## src/rtl/wcs_pkg.sv

```systemverilog
package wcs_pkg;

    // Kind of command offered to the limiter.
    typedef enum logic {
        CMD_SINGLE = 1'b0,
        CMD_DUAL   = 1'b1
    } cmd_kind_e;

    // Slot cost of a command within its window.
    function automatic logic [1:0] slot_cost(input cmd_kind_e kind);
        return (kind == CMD_DUAL) ? 2'd2 : 2'd1;
    endfunction

    // Result of the free-window search.
    typedef struct packed {
        logic       hit;
        logic [7:0] ofs;
    } search_res_t;

endpackage

```

## src/rtl/wcs_window_timer.sv

```systemverilog
module wcs_window_timer #(
    parameter int WIN_CYCLES = 4
) (
    input  logic clk,
    input  logic rst,
    output logic win_end
);
    localparam int PH_W = (WIN_CYCLES > 1) ? $clog2(WIN_CYCLES) : 1;
    localparam logic [PH_W-1:0] PH_LAST = PH_W'(WIN_CYCLES - 1);

    logic [PH_W-1:0] phase_q;

    always_ff @(posedge clk) begin
        if (rst) begin
            phase_q <= '0;
        end else if (phase_q == PH_LAST) begin
            phase_q <= '0;
        end else begin
            phase_q <= phase_q + 1'b1;
        end
    end

    assign win_end = (phase_q == PH_LAST);

    AST_WINDOW_WRAP: assert property (@(posedge clk) disable iff (rst)
        win_end |=> (phase_q == '0));

    AST_PHASE_IN_RANGE: assert property (@(posedge clk) disable iff (rst)
        int'(phase_q) < WIN_CYCLES);

endmodule

```

## src/rtl/wcs_occ_ring.sv

```systemverilog
module wcs_occ_ring #(
    parameter int NUM_WIN       = 8,
    parameter int SLOTS_PER_WIN = 2
) (
    input  logic                       clk,
    input  logic                       rst,
    input  logic                       win_end,
    input  logic                       book_valid,
    input  logic [$clog2(NUM_WIN)-1:0] book_ofs,
    input  logic [1:0]                 book_cost,
    output logic [$clog2(SLOTS_PER_WIN+1)-1:0] occ_view [NUM_WIN]
);
    localparam int OFS_W = $clog2(NUM_WIN);
    localparam int OCC_W = $clog2(SLOTS_PER_WIN + 1);

    logic [OFS_W-1:0] head_q;
    logic [OCC_W-1:0] occ_phys [NUM_WIN];

    // Head points at the physical entry of the current window.
    always_ff @(posedge clk) begin
        if (rst) begin
            head_q <= '0;
        end else if (win_end) begin
            head_q <= head_q + 1'b1;
        end
    end

    for (genvar i = 0; i < NUM_WIN; i++) begin : g_ent
        logic [OCC_W-1:0] cnt_q;
        logic [OFS_W-1:0] logical;

        assign logical = OFS_W'(i) - head_q;

        always_ff @(posedge clk) begin
            if (rst) begin
                cnt_q <= '0;
            end else if (win_end && (head_q == OFS_W'(i))) begin
                cnt_q <= '0;
            end else if (book_valid && (book_ofs == logical)) begin
                cnt_q <= cnt_q + OCC_W'(book_cost);
            end
        end

        assign occ_phys[i] = cnt_q;

        AST_OCC_WITHIN_CAP: assert property (@(posedge clk) disable iff (rst)
            int'(cnt_q) <= SLOTS_PER_WIN);
    end

    for (genvar k = 0; k < NUM_WIN; k++) begin : g_view
        assign occ_view[k] = occ_phys[OFS_W'(head_q + OFS_W'(k))];
    end

    AST_FRESH_WINDOW_EMPTY: assert property (@(posedge clk) disable iff (rst)
        win_end |=> (occ_view[NUM_WIN-1] == '0));

endmodule

```

## src/rtl/wcs_slot_search.sv

```systemverilog
module wcs_slot_search
    import wcs_pkg::*;
#(
    parameter int NUM_WIN       = 8,
    parameter int SLOTS_PER_WIN = 2
) (
    input  logic [$clog2(SLOTS_PER_WIN+1)-1:0] occ_view [NUM_WIN],
    input  logic [$clog2(NUM_WIN)-1:0]         start_ofs,
    input  logic [1:0]                         cost,
    output logic                               found,
    output logic [$clog2(NUM_WIN)-1:0]         sel_ofs
);
    localparam int OFS_W = $clog2(NUM_WIN);

    search_res_t res;

    // First fit: scanning downward leaves the lowest qualifying offset.
    always_comb begin
        res = '0;
        for (int k = NUM_WIN - 1; k >= 0; k--) begin
            if ((k >= int'(start_ofs)) &&
                (int'(occ_view[k]) + int'(cost) <= SLOTS_PER_WIN)) begin
                res.hit = 1'b1;
                res.ofs = 8'(k);
            end
        end
    end

    assign found   = res.hit;
    assign sel_ofs = OFS_W'(res.ofs);

endmodule

```

## src/rtl/cmd_window_limiter.sv

```systemverilog
module cmd_window_limiter
    import wcs_pkg::*;
#(
    parameter int WIN_CYCLES    = 4,
    parameter int SLOTS_PER_WIN = 2,
    parameter int NUM_WIN       = 8
) (
    input  logic                       clk,
    input  logic                       rst,
    input  logic                       req_valid,
    output logic                       req_ready,
    input  logic [$clog2(NUM_WIN)-1:0] req_win_ofs,
    input  logic                       req_dual,
    output logic                       gnt_valid,
    output logic [$clog2(NUM_WIN)-1:0] gnt_win_ofs
);
    localparam int OFS_W = $clog2(NUM_WIN);
    localparam int OCC_W = $clog2(SLOTS_PER_WIN + 1);

    logic             win_end;
    logic [1:0]       cost;
    logic             found;
    logic [OFS_W-1:0] sel_ofs;
    logic [OCC_W-1:0] occ_view [NUM_WIN];

    assign cost = slot_cost(cmd_kind_e'(req_dual));

    wcs_window_timer #(
        .WIN_CYCLES(WIN_CYCLES)
    ) u_timer (
        .clk     (clk),
        .rst     (rst),
        .win_end (win_end)
    );

    wcs_occ_ring #(
        .NUM_WIN       (NUM_WIN),
        .SLOTS_PER_WIN (SLOTS_PER_WIN)
    ) u_ring (
        .clk        (clk),
        .rst        (rst),
        .win_end    (win_end),
        .book_valid (gnt_valid),
        .book_ofs   (sel_ofs),
        .book_cost  (cost),
        .occ_view   (occ_view)
    );

    wcs_slot_search #(
        .NUM_WIN       (NUM_WIN),
        .SLOTS_PER_WIN (SLOTS_PER_WIN)
    ) u_search (
        .occ_view  (occ_view),
        .start_ofs (req_win_ofs),
        .cost      (cost),
        .found     (found),
        .sel_ofs   (sel_ofs)
    );

    assign req_ready   = found;
    assign gnt_valid   = req_valid && found;
    assign gnt_win_ofs = gnt_valid ? sel_ofs : '0;

    AST_GRANT_FITS: assert property (@(posedge clk) disable iff (rst)
        gnt_valid |-> (int'(occ_view[gnt_win_ofs]) + int'(cost) <= SLOTS_PER_WIN));

    AST_NEVER_EARLY: assert property (@(posedge clk) disable iff (rst)
        gnt_valid |-> (gnt_win_ofs >= req_win_ofs));

    AST_STALL_ONLY_WHEN_FULL: assert property (@(posedge clk) disable iff (rst)
        (req_valid && !req_ready) |->
            (int'(occ_view[NUM_WIN-1]) + int'(cost) > SLOTS_PER_WIN));

    AST_IDLE_OFS_ZERO: assert property (@(posedge clk) disable iff (rst)
        !gnt_valid |-> (gnt_win_ofs == '0));

endmodule

```

## config.mk

```make
export PLATFORM = sky130hd
export DESIGN_NAME = cmd_window_limiter
export DESIGN_NICKNAME = d
export VERILOG_FILES = /design/src/rtl/wcs_pkg.sv /design/src/rtl/wcs_window_timer.sv /design/src/rtl/wcs_occ_ring.sv /design/src/rtl/wcs_slot_search.sv /design/src/rtl/cmd_window_limiter.sv
export SDC_FILE = /design/constraint.sdc
export NUM_CORES = 1
export LEC_CHECK = 0
export ABC_AREA = 1
export CAP_MARGIN = 10
export CORE_ASPECT_RATIO = 0.9
export CORE_MARGIN = 2
export CORE_UTILIZATION = 50
export CTS_BUF_LIST = sky130_fd_sc_hd__clkbuf_2 sky130_fd_sc_hd__clkbuf_4 sky130_fd_sc_hd__clkbuf_8
export DETAILED_ROUTE_END_ITERATION = 16
export GPL_ROUTABILITY_DRIVEN = 1
export PLACE_DENSITY = 0.77
export SLEW_MARGIN = 20
export SYNTH_ARGS = -nofsm -noshare
export SYNTH_HDL_FRONTEND = slang
export SYNTH_SLANG_ARGS = --single-unit
```

## constraint.sdc

```tcl
create_clock -name clk -period 4.82 [get_ports clk]
set_input_delay 0.964 -clock clk [delete_from_list [all_inputs] [get_ports clk]]
set_output_delay 0.964 -clock clk [all_outputs]
set_load 0.05 [all_outputs]
```

Word level (Yosys, flattened, before mapping)
Index checks and enable logic that the tools add are counted.
{"block": "word_totals", "in_bits": 7, "output_inout_bits": 5, "ff_bits": 21, "wordCells": 157}
{"block": "classes", "muxes": 34, "eq_ne": 16, "reduce_logical": 34, "bitwise_logic": 8, "n_lt_le_gt_ge": 23, "addsub": 32}
{"operator": "$le A32 B3 Y1 const B", "count": 8}
{"operator": "$mux W9", "count": 8}
{"operator": "$bmux W2 S3", "count": 8}
{"operator": "$mux W2", "count": 17}
{"operator": "$ge A4 B4 Y1 const B", "count": 8}
{"operator": "$not A3 Y4", "count": 8}
{"operator": "$add A2 B2 Y3", "count": 8}
{"operator": "$eq A3 B3 Y1", "count": 8}
{"operator": "$logic_and A1 B1 Y1", "count": 24}
{"operator": "$reduce_or A2 Y1", "count": 9}
{"operator": "$add A2 B2 Y2", "count": 8}
{"operator": "$add A3 B3 Y3 const B", "count": 4}
{"operator": "$eq A3 B3 Y1 const B", "count": 4}
{"operator": "$sub A3 B3 Y3 const A", "count": 4}
{"operator": "$ge A3 B3 Y1 const A", "count": 3}
{"operator": "$add A3 B2 Y3 const B", "count": 2}
{"operator": "$eq A3 B2 Y1 const B", "count": 2}
{"operator": "$ge A1 B3 Y1 const A", "count": 2}
{"operator": "$ge A2 B3 Y1 const A", "count": 2}
{"operator": "$sub A1 B3 Y3 const A", "count": 2}
{"operator": "$sub A2 B3 Y3 const A", "count": 2}
{"operator": "$add A3 B1 Y3 const B", "count": 1}
{"operator": "$eq A3 B1 Y1 const B", "count": 1}
{"operator": "$logic_not A3 Y1", "count": 1}
{"operator": "3 further kinds", "count": 3}

Longest topological paths before layout
Gate-level depths: netlist of run 1.
{"block": "logic_depth", "depth_word": 17, "depth_mapped": 25, "ltp_nobuf": 24}

Hierarchy
From an unflattened synthesis of run 1, not the netlist that was laid out.
{"block": "unflattened", "hier_cells": 438, "area_unflattened_um2": 2621.3}
{"module": "wcs_occ_ring", "cells_per_inst": 357, "n_inst": 1, "area_each_um2": 2001.9}
{"module": "wcs_slot_search", "cells_per_inst": 63, "n_inst": 1, "area_each_um2": 508.0}
{"module": "wcs_window_timer", "cells_per_inst": 9, "n_inst": 1, "area_each_um2": 75.1}
{"module": "cmd_window_limiter", "cells_per_inst": 9, "n_inst": 1, "area_each_um2": 36.3}

Worst setup path before layout of run 1
OpenSTA, ideal clock, no wires.
{"block": "synth_path", "path_kind": "input -> output", "start": "in req_dual", "end": "out gnt_win_ofs[0]", "arrival_time_ps": 3831, "stages": 14, "t_required_ps": 3856, "path_buffers": 2, "path_slack_ps": 25, "path_cell_list": "buf_2 -> inv_1 -> ha_1 -> inv_1 -> fa_1 -> inv_1 -> a21oi_1 -> nand3_2 -> nand2_1 -> nor2_4 -> nand2_4 -> nand2_4 -> buf_8 -> nor2_1"}
{"block": "synth_via", "elab_chain_cells": 13}
{"item": "start: declaration", "line_no": "cmd_window_limiter.sv:13", "rtl": "input logic req_dual,"}
{"item": "$mux W2 *", "line_no": "wcs_pkg.sv:11", "rtl": "return (kind == CMD_DUAL) ? 2'd2 : 2'd1;"}
{"item": "$add A2 B2 Y3", "line_no": "wcs_slot_search.sv:22", "rtl": "(int'(occ_view[k]) + int'(cost) <= SLOTS_PER_WIN)) begin"}
{"item": "$le A32 B3 Y1", "line_no": "wcs_slot_search.sv:22"}
{"item": "$mux W9 / $logic_and A1 B1 Y1 (equally long branches)", "line_no": "wcs_slot_search.sv:21", "rtl": "if ((k >= int'(start_ofs)) &&"}
{"item": "$mux W9 (6 in a row)", "line_no": "wcs_slot_search.sv:21"}
{"item": "$mux W9 *", "line_no": "wcs_slot_search.sv:21"}
{"item": "named net req_ready", "line_no": "cmd_window_limiter.sv:11", "rtl": "output logic req_ready,"}
{"item": "$logic_and A1 B1 Y1 *", "line_no": "cmd_window_limiter.sv:61", "rtl": "assign gnt_valid = req_valid && found;"}
{"item": "$mux W3 *", "line_no": "cmd_window_limiter.sv:62", "rtl": "assign gnt_win_ofs = gnt_valid ? sel_ofs : '0;"}
{"item": "end: declaration", "line_no": "cmd_window_limiter.sv:15", "rtl": "output logic [$clog2(NUM_WIN)-1:0] gnt_win_ofs"}
The timed path passes the listed nets; every way through them passes the cells marked *.

Final worst setup path of run 1
{"block": "layout_path", "start": "in req_dual", "end": "out gnt_win_ofs[1]"}
{"block": "layout_via", "elab_chain_cells": 13}
{"item": "$mux W2 *", "line_no": "wcs_pkg.sv:11"}
{"item": "$add A2 B2 Y3", "line_no": "wcs_slot_search.sv:22"}
{"item": "$le A32 B3 Y1", "line_no": "wcs_slot_search.sv:22"}
{"item": "$mux W9 / $logic_and A1 B1 Y1 (equally long branches)", "line_no": "wcs_slot_search.sv:21"}
{"item": "$mux W9 (6 in a row)", "line_no": "wcs_slot_search.sv:21"}
{"item": "$mux W9 *", "line_no": "wcs_slot_search.sv:21"}
{"item": "$logic_and A1 B1 Y1", "line_no": "cmd_window_limiter.sv:61"}
{"item": "$mux W3 *", "line_no": "cmd_window_limiter.sv:62"}
Mark *: on every way between the ends. The rest lies on a longest branch, timed or not.

==> results.tsv, run 1 <==
stage	metric	value	unit
setup_path	cp_data_required_time	3.86	ns
grt	met3_usage	4.53	%
grt	use_met1	33.3	%
grt	grt.total_usage	23.6	%
detailed_routing	vias	2516	
logic_synthesis	ys_seq_elements	21	
grt	grt_max_degree	22	
sta	rsz0062_at_grt	no	
detailed_routing	ant_nets	0	
logic_synthesis	synth_area_leader_cell	dfxtp_1	
detailed_routing	drtIter0Drc	181	
logic_synthesis	synth_most_common_cell	nand2_1	
logic_synthesis	synth_warnings	0	
floorplanning	boundaryPins	12	
logic_synthesis	ys_top_cells_by_count	nand2_1, inv_1, o21ai_0	
status	outcome	finished clean	
clock_network	cts_made_buffers	3	
pwr	p_per_area	319	mW/mm^2
sta	fin_tns_setup	0	ns
floorplanning	rows	24	
cells_and_area	finalNetCount	424	
detailed_routing	drt-wirelength-per-cell	14.5	um
clock_network	clkLatencyLatePin	0.26	ns
min_path	hold_path_class	flop to flop	
setup_path	crit_arrival	3.63	ns
setup_path	critical_path.max_fanout	12	
floorplanning	start_util	52.2	%
sta	hold-worst-slack	0.422	ns
logic_synthesis	async_flop_share	0	%
placement	numPortBuffers	11	
cells_and_area	drive_above_1_share	15.4	%
placement	dpl.cell_count	442	
logic_synthesis	synth_nets	409	
sta	relSlewSlack	64.7	%
floorplanning	dieArea	0.00570	sq mm
cells_and_area	antenna_cells	0	
detailed_routing	drc_errors	0	
sta	post-route-min-period	4.59	ns
floorplanning	fp.dieH	71.8	um
logic_synthesis	ys.flop_type	dfxtp_1	
sta	fin_crit_sh	95.2	%
grt	top_usage_layer	met2	
clock_network	cts_max_level	1	
floorplanning	fp.coreArea	0.00489	sq mm
clock_network	clock-sinks	21	
logic_synthesis	syn_avg_cell_area	6.92	sq um
sta	finalClockSkew	0.00317	ns
cells_and_area	area_growth_syn_to_layout	11.3	%
detailed_routing	routed_wl	6490	um
detailed_routing	first_pass_iters	5	
sta	tightest_slew	0.525	ns
setup_path	worst_setup_path_start_kind	input port	
clock_network	ctsHoldBuffers	0	
clock_network	clk_pin_slew_worst_paths	0.08	ns
grt	overflow	0	
job	max_cap_violations	0	
setup_path	end_kind	primary output	
pwr	leakage	1.28	nW
grt	antenna_found_initial	0	
grt	gr-usage-met2	38.0	%
logic_synthesis	yosysTopAreaCellShare	16.5	%
logic_synthesis	synth-edff-count	0	
floorplanning	dieWidth	79.3	um
cells_and_area	stdcell_count	448	
sta	layout_setup_ws	0.230	ns
pwr	peakVddDrop	0.223	mV
sta	drv_slew	0	
sta	finalHoldViolations	0	
clock_network	cts_tree	done	
placement	dp_worst_setup_slack	0.187	ns
detailed_routing	via_per_inst	5.62	
clock_network	clockRootBuffer	clkbuf_8	
clock_network	clockBufferDepth	2	
logic_synthesis	synthTopCellsByArea	dfxtp_1, nand2_1, ha_1, o21ai_0, fa_1	
cells_and_area	final_core_util	58.1	%
pwr	finalPower	908	uW
logic_synthesis	yosysSeqAreaShare	16.5	%
setup_path	worstSetupPathType	input port to primary output	
logic_synthesis	synthCells	369	
placement	place_hpwl	5290	um
sta	max_freq	218	MHz
placement	place_area	0.00276	sq mm
logic_synthesis	synth.distinct_cells	32	
logic_synthesis	syn-cell-area	0.00255	sq mm
grt	grt_pass1_wl	10600	um
placement	gp_congestion	0.972	
setup_path	r2r_slack	1.22	ns
grt	grt_pass1_vias	2251	
cells_and_area	design_area	0.00284	sq mm
sta	setup_viol	0	
kinds of logic (layout without fill, tap and decap cells):
logic type | after synthesis | after routing | synth area share (%)
xor gates and xnor gates | 16 | 16 | 5.49
adders and majority gates | 33 | 33 | 18.5
muxes | 8 | 8 | 3.14
DFF | 21 | 21 | 16.5
buffers and inverters | 50 | 64 | 8.23
AOI/OAI and AO/OA | 69 | 69 | 14.9
and+or+nand+nor | 172 | 172 | 33.3
report_power, final:
part	internal [mW]	switching (mW)	total, mW
Clock	0.0583	0.0573	0.116
Sequential	0.195	0.0215	0.217
Combinational	0.201	0.374	0.575
final cells by class:
class / instances / area (sq um)
flip-flops and latches: 21 / 420
multi-input cells: 298 / 1940
clock buffers: 3 / 41.3
well taps: 65 / 81.3
fillers: 479 / 2050
clock inverters: 1 / 7.51
repair buffers: 20 / 203
inverters: 40 / 154
per-layer routing:
layer / up-vias / part of all wire, %
met3: 24 / 8.1
met1: 1126 / 47
met4: 0 / 3.1
met2: 112 / 42
met5: - / 0
li1: 1254 / -
worst paths after layout:
check | from | to | cells past startpoint
hold reg to reg | u_timer.phase_q[0]$_SDFF_PP0_ | u_timer.phase_q[0]$_SDFF_PP0_ | 1
setup / recovery | req_dual | gnt_win_ofs[1] | 12
hold / removal | u_timer.phase_q[0]$_SDFF_PP0_ | u_timer.phase_q[0]$_SDFF_PP0_ | 1
setup reg to reg | u_ring.head_q[0]$_SDFFE_PP0P_ | u_ring.g_ent[5].cnt_q[1]$_SDFFE_PP0P_ | 18
flip-flops by register name, indices dropped and copies added (netlist names):
| signal | count |
|---|---|
| u_ring.g_ent.cnt_q | 16 |
| u_ring.head_q | 3 |
| u_timer.phase_q | 2 |
worst max-delay path, stage by stage:
cell and delay, ns:
clkdlybuf4s50_1 0.41, inv_1 0.36, ha_1 0.25, fa_1 0.41
a21oi_1 0.28, inv_1 0.11, nand2_1 0.11, nand2_1 0.07
nand3_2 0.12, nand2_2 0.12, nor2_1 0.23, buf_12 0.17
repair_timing:
action | 4_1_cts | 5_1_grt
gates resized for setup | 0 | 4
endpoints found under the setup margin | 0 | 4
setup buffers | 0 | 2
cell usage in the layout (no fill, tap or decap):
cell,Yosys,routed
nand2_1,92,92
inv_1,35,35
o21ai_0,35,34
a21oi_1,24,24
ha_1,25,24
nand3_1,21,21
dfxtp_1,21,21
xnor2_1,16,16
nor2_1,14,14
nand4_1,13,13
buf_4,0,11
nand2_2,10,10
nand3_2,9,9
mux2i_1,8,8
fa_1,8,8
clkdlybuf4s50_1,0,6
nor2_2,5,5
nand2_4,4,4
a21oi_2,4,4
inv_2,3,3
clkbuf_8,0,3
buf_12,0,3
clkinvlp_4,0,2
nor2_4,2,2
o21a_1,2,2
o21ai_1,0,1
clkinv_1,2,1
nand3b_1,1,1
o21a_2,1,1
o211ai_2,1,1
or2_0,1,1
o31ai_1,1,1
a31oi_1,1,1
ha_4,0,1
No activity file was read; power rests on OpenSTA's default activity.
==> run 2, diff against run 1 <==
GPL_TIMING_DRIVEN = 0   (was default)
clock period = 5.3 ns   (was 4.82 ns; I/O delays follow)
==> run 2 against run 1 <==
Die area is the same. Sequential power shrank 9%. Worst setup slack gained 0.021 ns. Routed wire length grew 1.8%. Global-route usage grew 1.4 points. Largest cell class unchanged.
==> results.tsv, run 2 (synthesis results as in run 1) <==
stage	metric	value	unit
status	outcome	finished clean	
pwr	swShare	50.8	%
sta	rsz0062_at_grt	no	
sta	finalClockSkew	0.00490	ns
pwr	p_per_area	289	mW/mm^2
floorplanning	fp.coreArea	0.00489	sq mm
sta	setup_viol	0	
pwr	leakage	1.27	nW
placement	gp_congestion	0.951	
floorplanning	dieWidth	79.3	um
grt	gr-usage-met2	43.2	%
cells_and_area	area_growth_syn_to_layout	9.99	%
cells_and_area	top_regs	u_ring.g_ent.cnt_q: 16 flops, u_ring.head_q: 3 flops, u_timer.phase_q: 2 flops	
clock_network	clock-sinks	21	
clock_network	cts_tree	done	
grt	grt.total_usage	25.1	%
grt	antenna_found_initial	0	
pwr	finalPower	811	uW
cells_and_area	stdcell_count	451	
setup_path	r2r_slack	1.44	ns
cells_and_area	drive_above_1_share	15.5	%
clock_network	clk_pin_slew_worst_paths	0.08	ns
cells_and_area	antenna_cells	0	
pwr	p_int	399	uW
sta	max_freq	198	MHz
detailed_routing	via_per_inst	5.48	
sta	fin_tns_setup	0	ns
sta	fin_crit_sh	95.3	%
setup_path	worst_setup_path_start_kind	flop	
grt	top_usage_layer	met2	
detailed_routing	drt-wirelength-per-cell	14.7	um
placement	dpl.cell_count	445	
detailed_routing	routed_wl	6610	um
min_path	hold_path_class	flop to flop	
sta	post-route-min-period	5.05	ns
detailed_routing	drc_errors	0	
sta	drv_slew	0	
grt	grt_max_degree	13	
clock_network	cts_made_buffers	3	
sta	finalHoldViolations	0	
placement	numPortBuffers	11	
detailed_routing	vias	2470	
setup_path	end_kind	primary output	
detailed_routing	ant_nets	0	
cells_and_area	largest_register	u_ring.g_ent.cnt_q	
cells_and_area	finalNetCount	427	
pwr	peakVddDrop	0.159	mV
cells_and_area	largest_reg_flops	16	
cells_and_area	layout_commonest_cell	nand2_1	
setup_path	worstSetupPathType	flop to primary output	
detailed_routing	first_pass_iters	5	
grt	overflow	0	
pwr	clockPowerShare	13.6	%
clock_network	clkLatencyLatePin	0.27	ns
grt	grt_pass1_wl	11200	um
clock_network	cts_max_level	1	
floorplanning	boundaryPins	12	
sta	tightest_slew	0.500	ns
sta	relSlewSlack	66.6	%
grt	grt_pass1_vias	2395	
detailed_routing	drtIter0Drc	206	
setup_path	cp_data_required_time	4.24	ns
grt	use_met1	34.1	%
clock_network	clockRootBuffer	clkbuf_8	
setup_path	crit_arrival	3.99	ns
setup_path	critical_path.max_fanout	10	
cells_and_area	final_cell_mix	nand2_1, o21ai_0, inv_1	
floorplanning	dieArea	0.00570	sq mm
placement	place_area	0.00275	sq mm
cells_and_area	design_area	0.00281	sq mm
floorplanning	start_util	52.2	%
clock_network	clockBufferDepth	2	
pwr	p_switching	412	uW
pwr	power_frac_seq	24.4	%
pwr	p_comb_share	62.0	%
floorplanning	fp.dieH	71.8	um
sta	hold-worst-slack	0.424	ns
job	max_cap_violations	0	
placement	place_hpwl	5230	um
grt	met3_usage	3.53	%
floorplanning	rows	24	
-- run 2: metrics by stage --
stage / worst slack, ns / util (%)
after floorplan: 0.313 / -
final: 0.251 / 57.4
after global routing: 0.0819 / 57.4
after global placement: -1.05 / 56.1
after detailed placement: -1.17 / 56.1
after CTS: 0.0745 / 57.6
-- run 2: worst max-delay path: stages, from the launching register on --
cell	delay (ns)
dfxtp_1	0.60
clkinv_1	0.43
ha_1	0.54
inv_1	0.14
nand2_1	0.08
o21ai_0	0.08
ha_1	0.20
fa_1	0.48
a21oi_1	0.07
nand2_1	0.13
nand2_2	0.09
nor2_4	0.24
nand2_4	0.09
nand2_4	0.10
buf_8	0.16
nor2_1	0.06
clkbuf_2	0.23
-- run 2: final timing paths --
check                                start                               endpoint  cells after the start
max          u_ring.head_q[2]$_SDFFE_PP0P_                         gnt_win_ofs[1]                     16
min          u_timer.phase_q[0]$_SDFF_PP0_          u_timer.phase_q[0]$_SDFF_PP0_                      1
max reg2reg  u_ring.head_q[2]$_SDFFE_PP0P_  u_ring.g_ent[5].cnt_q[1]$_SDFFE_PP0P_                     17
min reg2reg  u_timer.phase_q[0]$_SDFF_PP0_          u_timer.phase_q[0]$_SDFF_PP0_                      1
-- run 2: layer usage --
metal	up-vias	wire length [um]	share of wire [%]
li1	1255	-	-
met1	1126	3130	47
met2	78	3010	45
met3	11	409	6.2
met4	0	68	1.0
met5	-	0	0
-- run 2: cell type report --
type,count,area [sq um]
plain buffers,9,63.8
clock buffers,3,41.3
clock inverters,1,5.00
fillers,470,2090
inverters,40,155
multi-input cells,298,1930
flip-flops and latches,21,420
well taps,65,81.3
repair buffers,14,116
-- run 2: power groups by stage --
stage | Combinational (mW) | Sequential [mW] | Clock [mW]
after floorplan | 0.388 | 0.195 | 0
after global placement | 0.483 | 0.200 | 0
after detailed placement | 0.498 | 0.201 | 0
after CTS | 0.499 | 0.197 | 0.112
after global routing | 0.566 | 0.201 | 0.117
final | 0.503 | 0.198 | 0.111
-- run 2: what timing repair did --
| item | in CTS | in global routing |
|---|---|---|
| gates resized for setup | 12 | 10 |
| hold buffers | 0 | 0 |
| pin swaps | 0 | 0 |
| endpoints found under the setup margin | 5 | 5 |
| buffers inserted | 3 | 0 |
